## src/rtl/pwr_seq_pkg.sv

```systemverilog
package pwr_seq_pkg;
  localparam int NUM_DOM  = 3;
  localparam int DOM_IO   = 0;
  localparam int DOM_CORE = 1;
  localparam int DOM_WR   = 2;

  typedef enum logic [1:0] {
    MODE_OFF  = 2'd0,
    MODE_STBY = 2'd1,
    MODE_ON   = 2'd2
  } pwr_mode_e;
endpackage

```

## src/rtl/pwr_settle_timer.sv

```systemverilog
module pwr_settle_timer #(
  parameter int CNT_W = 8
) (
  input  logic             clk_i,
  input  logic             rst_ni,
  input  logic             load_i,
  input  logic [CNT_W-1:0] load_val_i,
  output logic             idle_o
);
  logic [CNT_W-1:0] cnt_q, cnt_d;

  always_comb begin
    if (load_i)          cnt_d = load_val_i;
    else if (cnt_q != 0) cnt_d = cnt_q - 1'b1;
    else                 cnt_d = cnt_q;
  end

  always_ff @(posedge clk_i or negedge rst_ni) begin
    if (!rst_ni) cnt_q <= '0;
    else         cnt_q <= cnt_d;
  end

  assign idle_o = (cnt_q == '0);

  AST_LOAD_WHEN_IDLE: assert property (@(posedge clk_i) disable iff (!rst_ni)
    load_i |-> idle_o);
  AST_LOAD_OPENS_WINDOW: assert property (@(posedge clk_i) disable iff (!rst_ni)
    (load_i && load_val_i != '0) |=> !idle_o);
endmodule

```

## src/rtl/pwr_step_sel.sv

```systemverilog
module pwr_step_sel #(
  parameter int N = 3
) (
  input  logic         go_i,
  input  logic [N-1:0] en_i,
  input  logic [N-1:0] tgt_i,
  output logic [N-1:0] en_nxt_o,
  output logic         load_o
);
  logic found;

  // Shutdown first: drop the highest live domain; otherwise raise the lowest missing one.
  always_comb begin
    en_nxt_o = en_i;
    load_o   = 1'b0;
    found    = 1'b0;
    if (go_i) begin
      if (|(en_i & ~tgt_i)) begin
        for (int i = N-1; i >= 0; i--) begin
          if (!found && en_i[i]) begin
            en_nxt_o[i] = 1'b0;
            found       = 1'b1;
          end
        end
      end else if (|(tgt_i & ~en_i)) begin
        for (int i = 0; i < N; i++) begin
          if (!found && tgt_i[i] && !en_i[i]) begin
            en_nxt_o[i] = 1'b1;
            load_o      = 1'b1;
            found       = 1'b1;
          end
        end
      end
    end
  end
endmodule

```

## src/rtl/pwr_wake_seq.sv

```systemverilog
module pwr_wake_seq
  import pwr_seq_pkg::*;
#(
  parameter int CNT_W = 8
) (
  input  logic             clk_i,
  input  logic             rst_ni,
  input  logic             pd_req_i,
  input  logic             pd_deep_i,
  input  logic             wake_req_i,
  input  logic             wr_pend_i,
  input  logic [CNT_W-1:0] settle_cyc_i,
  input  logic             cmd_i,
  output logic             io_en_o,
  output logic             core_en_o,
  output logic             wr_en_o,
  output logic             ready_o,
  output logic             cmd_rej_o
);
  pwr_mode_e          mode_q, mode_d;
  logic [NUM_DOM-1:0] en_q, en_d, tgt;
  logic               idle, load;

  always_comb begin
    mode_d = mode_q;
    if (pd_req_i)        mode_d = pd_deep_i ? MODE_OFF : MODE_STBY;
    else if (wake_req_i) mode_d = MODE_ON;
  end

  always_comb begin
    tgt = '0;
    case (mode_q)
      MODE_STBY: tgt[DOM_IO] = 1'b1;
      MODE_ON: begin
        tgt[DOM_IO]   = 1'b1;
        tgt[DOM_CORE] = 1'b1;
        tgt[DOM_WR]   = wr_pend_i;
      end
      default: tgt = '0;
    endcase
  end

  pwr_step_sel #(.N(NUM_DOM)) i_step_sel (
    .go_i    (idle),
    .en_i    (en_q),
    .tgt_i   (tgt),
    .en_nxt_o(en_d),
    .load_o  (load)
  );

  pwr_settle_timer #(.CNT_W(CNT_W)) i_settle_timer (
    .clk_i     (clk_i),
    .rst_ni    (rst_ni),
    .load_i    (load),
    .load_val_i(settle_cyc_i),
    .idle_o    (idle)
  );

  always_ff @(posedge clk_i or negedge rst_ni) begin
    if (!rst_ni) begin
      mode_q    <= MODE_OFF;
      en_q      <= '0;
      cmd_rej_o <= 1'b0;
    end else begin
      mode_q    <= mode_d;
      en_q      <= en_d;
      cmd_rej_o <= cmd_i & ~ready_o;
    end
  end

  assign io_en_o   = en_q[DOM_IO];
  assign core_en_o = en_q[DOM_CORE];
  assign wr_en_o   = en_q[DOM_WR];
  assign ready_o   = (mode_q == MODE_ON) && (en_q == tgt) && idle;

  AST_ONE_CHANGE: assert property (@(posedge clk_i) disable iff (!rst_ni)
    $countones(en_q ^ $past(en_q)) <= 1);
  AST_PREFIX_ORDER: assert property (@(posedge clk_i) disable iff (!rst_ni)
    (!core_en_o || io_en_o) && (!wr_en_o || core_en_o));
  AST_READY_FULL: assert property (@(posedge clk_i) disable iff (!rst_ni)
    ready_o |-> (io_en_o && core_en_o && (wr_en_o == wr_pend_i)));
  AST_WR_NEEDS_PEND: assert property (@(posedge clk_i) disable iff (!rst_ni)
    $rose(wr_en_o) |-> $past(wr_pend_i));
  AST_DEEP_NO_RISE: assert property (@(posedge clk_i) disable iff (!rst_ni)
    ($past(mode_q) == MODE_OFF) |-> ((en_q & ~$past(en_q)) == '0));
  AST_CHANGE_AFTER_SETTLE: assert property (@(posedge clk_i) disable iff (!rst_ni)
    (en_q != $past(en_q)) |-> $past(idle));
  AST_REJECT_CAUSE: assert property (@(posedge clk_i) disable iff (!rst_ni)
    cmd_rej_o |-> $past(cmd_i && !ready_o));
endmodule

```

## config.mk

```make
export PLATFORM = sky130hd
export DESIGN_NAME = pwr_wake_seq
export DESIGN_NICKNAME = d
export VERILOG_FILES = /design/src/rtl/pwr_seq_pkg.sv /design/src/rtl/pwr_settle_timer.sv /design/src/rtl/pwr_step_sel.sv /design/src/rtl/pwr_wake_seq.sv
export SDC_FILE = /design/constraint.sdc
export NUM_CORES = 1
export LEC_CHECK = 0
export ABC_AREA = 1
export BUFFER_PORTS_ARGS = -buffer_cell sky130_fd_sc_hd__buf_2
export CORE_UTILIZATION = 35
export DETAILED_ROUTE_END_ITERATION = 7
export PLACE_DENSITY_LB_ADDON = 0.08
export SETUP_SLACK_MARGIN = 0.5
export SLEW_MARGIN = 30
export SYNTH_ARGS = -nofsm -noshare
export SYNTH_HDL_FRONTEND = slang
export SYNTH_SLANG_ARGS = --single-unit
```

## constraint.sdc

```tcl
create_clock -name clk_i -period 5 [get_ports clk_i]
set_input_delay 1 -clock clk_i [delete_from_list [all_inputs] [get_ports clk_i]]
set_output_delay 1 -clock clk_i [all_outputs]
set_load 0.05 [all_outputs]
```

# [Word-level counts from Yosys, hierarchy flattened]
# Index checks and enable logic that the tools add are counted.
[totals] ff_bits=14 in_bits=15 output_inout_bits=5 wordCells=81
[classes] n_addsub=1 eq_ne=5 mux=33 n_bitwise=6 n_reduce_logical=30
[op_table] operator="$mux W1" count=26
[op_table] operator="$mux W8" count=2
[op_table] operator="$reduce_bool A2 Y1" count=6
[op_table] operator="$logic_and A1 B1 Y1" count=9
[op_table] operator="$logic_not A8 Y1" count=1
[op_table] operator="$reduce_and A4 Y1" count=2
[op_table] operator="$reduce_bool A8 Y1" count=1
[op_table] operator="$sub A8 B1 Y8 const B" count=1
[op_table] operator="$logic_not A1 Y1" count=7
[op_table] operator="$and A3 B3 Y3" count=2
[op_table] operator="$mux W2" count=3
[op_table] operator="$mux W3" count=2
[op_table] operator="$not A3 Y3" count=2
[op_table] operator="$reduce_or A3 Y1" count=2
[op_table] operator="$ne A2 B2 Y1 const B" count=2
[op_table] operator="$eq A3 B3 Y1" count=1
[op_table] operator="$reduce_and A3 Y1" count=1
[op_table] operator="$eq A2 B1 Y1 const B" count=1
[op_table] operator="$eq A2 B2 Y1 const B" count=1
[op_table] operator="$reduce_or A2 Y1" count=1
[op_table] operator="$and A1 B1 Y1" count=1
[op_table] operator="$not A1 Y1" count=1

# [Longest topological paths before layout]
[depth] word_depth=23 ltp_mapped=12 mapped_depth_nobuf=12

# [Cells and area by module]
# A second synthesis with hierarchy kept.
[hier_totals] cells_unflattened=140 area_unflattened_um2=939.7
[modules_own_cells] module="pwr_settle_timer" n_inst=1 cells_per_inst=71 area_each_um2=513.0 seq_area_each_um2=200.2
[modules_own_cells] module="pwr_wake_seq" n_inst=1 cells_per_inst=37 area_each_um2=297.8 seq_area_each_um2=150.1
[modules_own_cells] module="pwr_step_sel" n_inst=1 cells_per_inst=32 area_each_um2=128.9 seq_area_each_um2=0.0

# [Worst setup path before layout]
# OpenSTA, ideal clock, no wires.
[synth_timing] path_type="input to output" from="input wr_pend_i" to="output ready_o" arrival_time_ns=2.084 required_ns=4.000 slack_ns=1.916 path_stages=4 n_path_buf=0 path_cell_list="nand2_1 ha_1 nand2_1 nor3_2"
[synth_via] elab_chain_len=4
[synth_rtl] element="start, declared" line_no="pwr_wake_seq.sv:11" source="input logic wr_pend_i,"
[synth_rtl] element="$mux W2" line_no="pwr_wake_seq.sv:32" source="case (mode_q)"
[synth_rtl] element="$eq A3 B3 Y1" line_no="pwr_wake_seq.sv:74" source="assign ready_o = (mode_q == MODE_ON) && (en_q == tgt) && idle;"
[synth_rtl] element="$logic_and A1 B1 Y1 (2 in series)" line_no="pwr_wake_seq.sv:74"
[synth_rtl] element="end, declared" line_no="pwr_wake_seq.sv:17" source="output logic ready_o,"
# Every way passes these cells.

# [Worst setup path in the final report]
# Ends and elaborated chain as after synthesis.

==> impl_metrics.env <==
export IMPL_synthAdderAreaFrac_pct=11.08
export IMPL_vdd_drop_max_mv=0.1866
export IMPL_drt_initial_drc_count=22
export IMPL_max_slew_margin_pct=78.54
export IMPL_cts_root_buf="clkbuf_4"
export IMPL_io_buffers=19
export IMPL_grt_pass1_wl_um=3746
export IMPL_hold_path_class="reg -> reg"
export IMPL_register_area_um2=350.3
export IMPL_r2r_cells=11
export IMPL_fin_tns_setup_ns=0
export IMPL_clkTransAtPathRegs_ns=0.07
export IMPL_layout_common_cells="nand2_1 (36), inv_1 (21), buf_2 (19), nor2_1 (17), nand3_1 (16)"
export IMPL_yosys_warnings=0
export IMPL_tightest_slew_ns=0.3219
export IMPL_viasPerCell=4.729
export IMPL_hold_viol=0
export IMPL_place_gp_congestion=0.7398
export IMPL_power_density_nw_per_um2=175.8
export IMPL_fin_worst_skew_ns=0.01380
export IMPL_vias=889
export IMPL_crit_arrival_ns=1.98
export IMPL_drc=0
export IMPL_yosysSeqAreaShare_pct=34.48
export IMPL_final_antenna_net_count=0
export IMPL_drv_cap=0
export IMPL_report_final_slew_viol_count=0
export IMPL_core_area_um2=2758
export IMPL_grt_max_degree=17
export IMPL_clock_fmax_mhz=335.2
export IMPL_routed_wl_um=2059
export IMPL_syn_area_um2=1016
export IMPL_rows=19
export IMPL_ys_seq_elements=14
export IMPL_cts_repair_resized=0
export IMPL_critical_path_required_ns=4.00
export IMPL_synthMuxAreaShare_pct=0
export IMPL_initial_core_util_pct=36.84
export IMPL_clkSinkCount=14
export IMPL_min_path_cells=2
export IMPL_drtPass1Iterations=4
export IMPL_synth_compound_area_share_pct=4.310
export IMPL_finalSetupViolations=0
export IMPL_syn_instance_count=136
export IMPL_cts_hold_buffers=0
export IMPL_end_kind="primary output"
export IMPL_cts_buffers=3
export IMPL_htreeDepth=1
export IMPL_layout_commonest_cell="nand2_1"
export IMPL_min_period_ns=2.983
export IMPL_ios=20
export IMPL_whs_ns=0.5128
export IMPL_grt_pass1_vias=848
export IMPL_n_antenna_cell=0
export IMPL_leakage_uw=0.0006570
export IMPL_syn_area_per_cell_um2=7.470
export IMPL_startpoint_type="primary input"
export IMPL_worst_setup_path_type="in -> out"
export IMPL_die_x_um=55.88
export IMPL_die_h_um=55.88
export IMPL_cts_tree="yes"
export IMPL_multi_input_area_um2=560.5
export IMPL_worstPathMaxFanout=3
export IMPL_grt_use_total_pct=15.21
export IMPL_overflow=0
export IMPL_fill_cells=300
export IMPL_synthToLayoutAreaGrowth_pct=13.92
export IMPL_synth_distinct_cells=25
export IMPL_wire_per_inst_um=10.95
export IMPL_insertion_delay_ns=0.28
export IMPL_period_share_pct=59.67
export IMPL_synth_xor_area_share_pct=0.8621
export IMPL_status="finished, final reports clean"
export IMPL_drive_gt1_share_pct=21.66
export IMPL_synth_top_family_by_area="simple AND/OR/NAND/NOR gates"
export IMPL_nNetsFinal=183
export IMPL_antenna_found_initial=0
export IMPL_rsz0062_at_grt="false"
export IMPL_dp_hpwl_um=1636
export IMPL_clockBufferDepth=2
export IMPL_die_area_um2=3122
export IMPL_synthSimpleGateAreaFrac_pct=38.92
export IMPL_synth_nets=160
export IMPL_cts_setup_buffers=0
-- cell families (layout without fill, tap and decap cells) --
| kind of cell | after synthesis | count (layout) |
|---|---|---|
| fa+ha+maj | 9 | 9 |
| compound gates | 7 | 7 |
| simple gates | 80 | 80 |
| flops | 14 | 14 |
| xor+xnor | 1 | 1 |
| buf+inv | 25 | 46 |
-- report_power, final --
part | total [uW] | internal [uW] | leakage [uW] | switching [uW]
sequential | 115 | 115 | 0.000154 | 0.544
clock | 63.8 | 27.9 | 0.0000138 | 35.9
combinational | 24.4 | 9.72 | 0.000489 | 14.7
total | 203 | 152 | 0.000657 | 51.1
-- metrics by stage --
| step | cell area, um^2 | total power (uW) | instances | util [%] | setup slack (ns) |
|---|---|---|---|---|---|
| 6_report | 1157 | 203.5 | 188 | 41.97 | 2.017 |
| 5_1_grt | 1157 | 217.5 | 188 | 41.97 | 1.859 |
| 4_1_cts | 1157 | 208.0 | 188 | 41.97 | 2.003 |
| 3_5_place_dp | 1135 | 142.6 | 185 | 41.15 | 2.010 |
| 3_3_place_gp | 1135 | 142.3 | 185 | 41.15 | 2.022 |
| 2_1_floorplan | 1016 | 131.3 | 136 | - | 1.916 |
-- cell usage after synthesis --
cell,count,area share [%]
nand3_2,2,2.0
inv_2,2,0.74
inv_1,21,7.8
dfrtp_1,14,34
nor2_8,1,2.0
nand4_1,1,0.62
nand3_1,16,7.9
buf_8,1,1.5
o21ai_0,2,0.99
ha_1,9,11
a21boi_2,1,1.1
nand2_4,1,1.1
nand2_1,36,13
o21ai_1,1,0.49
nand3b_4,1,2.0
clkinv_1,1,0.37
nor3_1,1,0.49
nor2_1,17,6.3
nand2_2,1,0.62
nor2_4,1,1.1
o21bai_1,1,0.74
a21oi_1,2,0.99
nor3_2,1,0.99
xnor2_1,1,0.86
or2_2,1,0.62
-- per-layer routing --
| metal | GRT usage (%) | vias to the layer above | share of wire [%] |
|---|---|---|---|
| met3 | 5.581 | 2 | 3.9 |
| met5 | 0 | - | 0 |
| met2 | 22.38 | 16 | 42 |
| li1 | - | 466 | - |
| met4 | 4.181 | 0 | 0.83 |
| met1 | 21.09 | 405 | 53 |
-- sequential cells by signal, summed over array words and instances (netlist names) --
name and flops:
cmd_rej_o 1, en_q 3, i_settle_timer.cnt_q 8, mode_q 2
-- critical path: stages --
cell	delay [ns]
buf_2	0.08
nand2_1	0.08
ha_1	0.29
nand2_1	0.06
nor3_2	0.18
buf_2	0.29
-- final cells by class --
type | instances | area share (%)
well taps | 31 | 3.351
flip-flops and latches | 14 | 30.27
clock buffers | 3 | 1.946
repair buffers | 19 | 8.216
multi-input cells | 97 | 48.43
inverters | 24 | 7.784
-- path summary, 6_finish.rpt --
path                            from                 endpoint  slack [ns]
min in group asynchronous     rst_ni  i_settle_timer.cnt_q[0]        0.60
hold / removal             mode_q[1]                mode_q[1]        0.51
hold reg to reg            mode_q[1]                mode_q[1]        0.51
setup / recovery           wr_pend_i                  ready_o        2.02
max in group asynchronous     rst_ni  i_settle_timer.cnt_q[5]        4.14
setup reg to reg           mode_q[0]  i_settle_timer.cnt_q[6]        3.16
No activity file was read; power rests on OpenSTA's default activity.
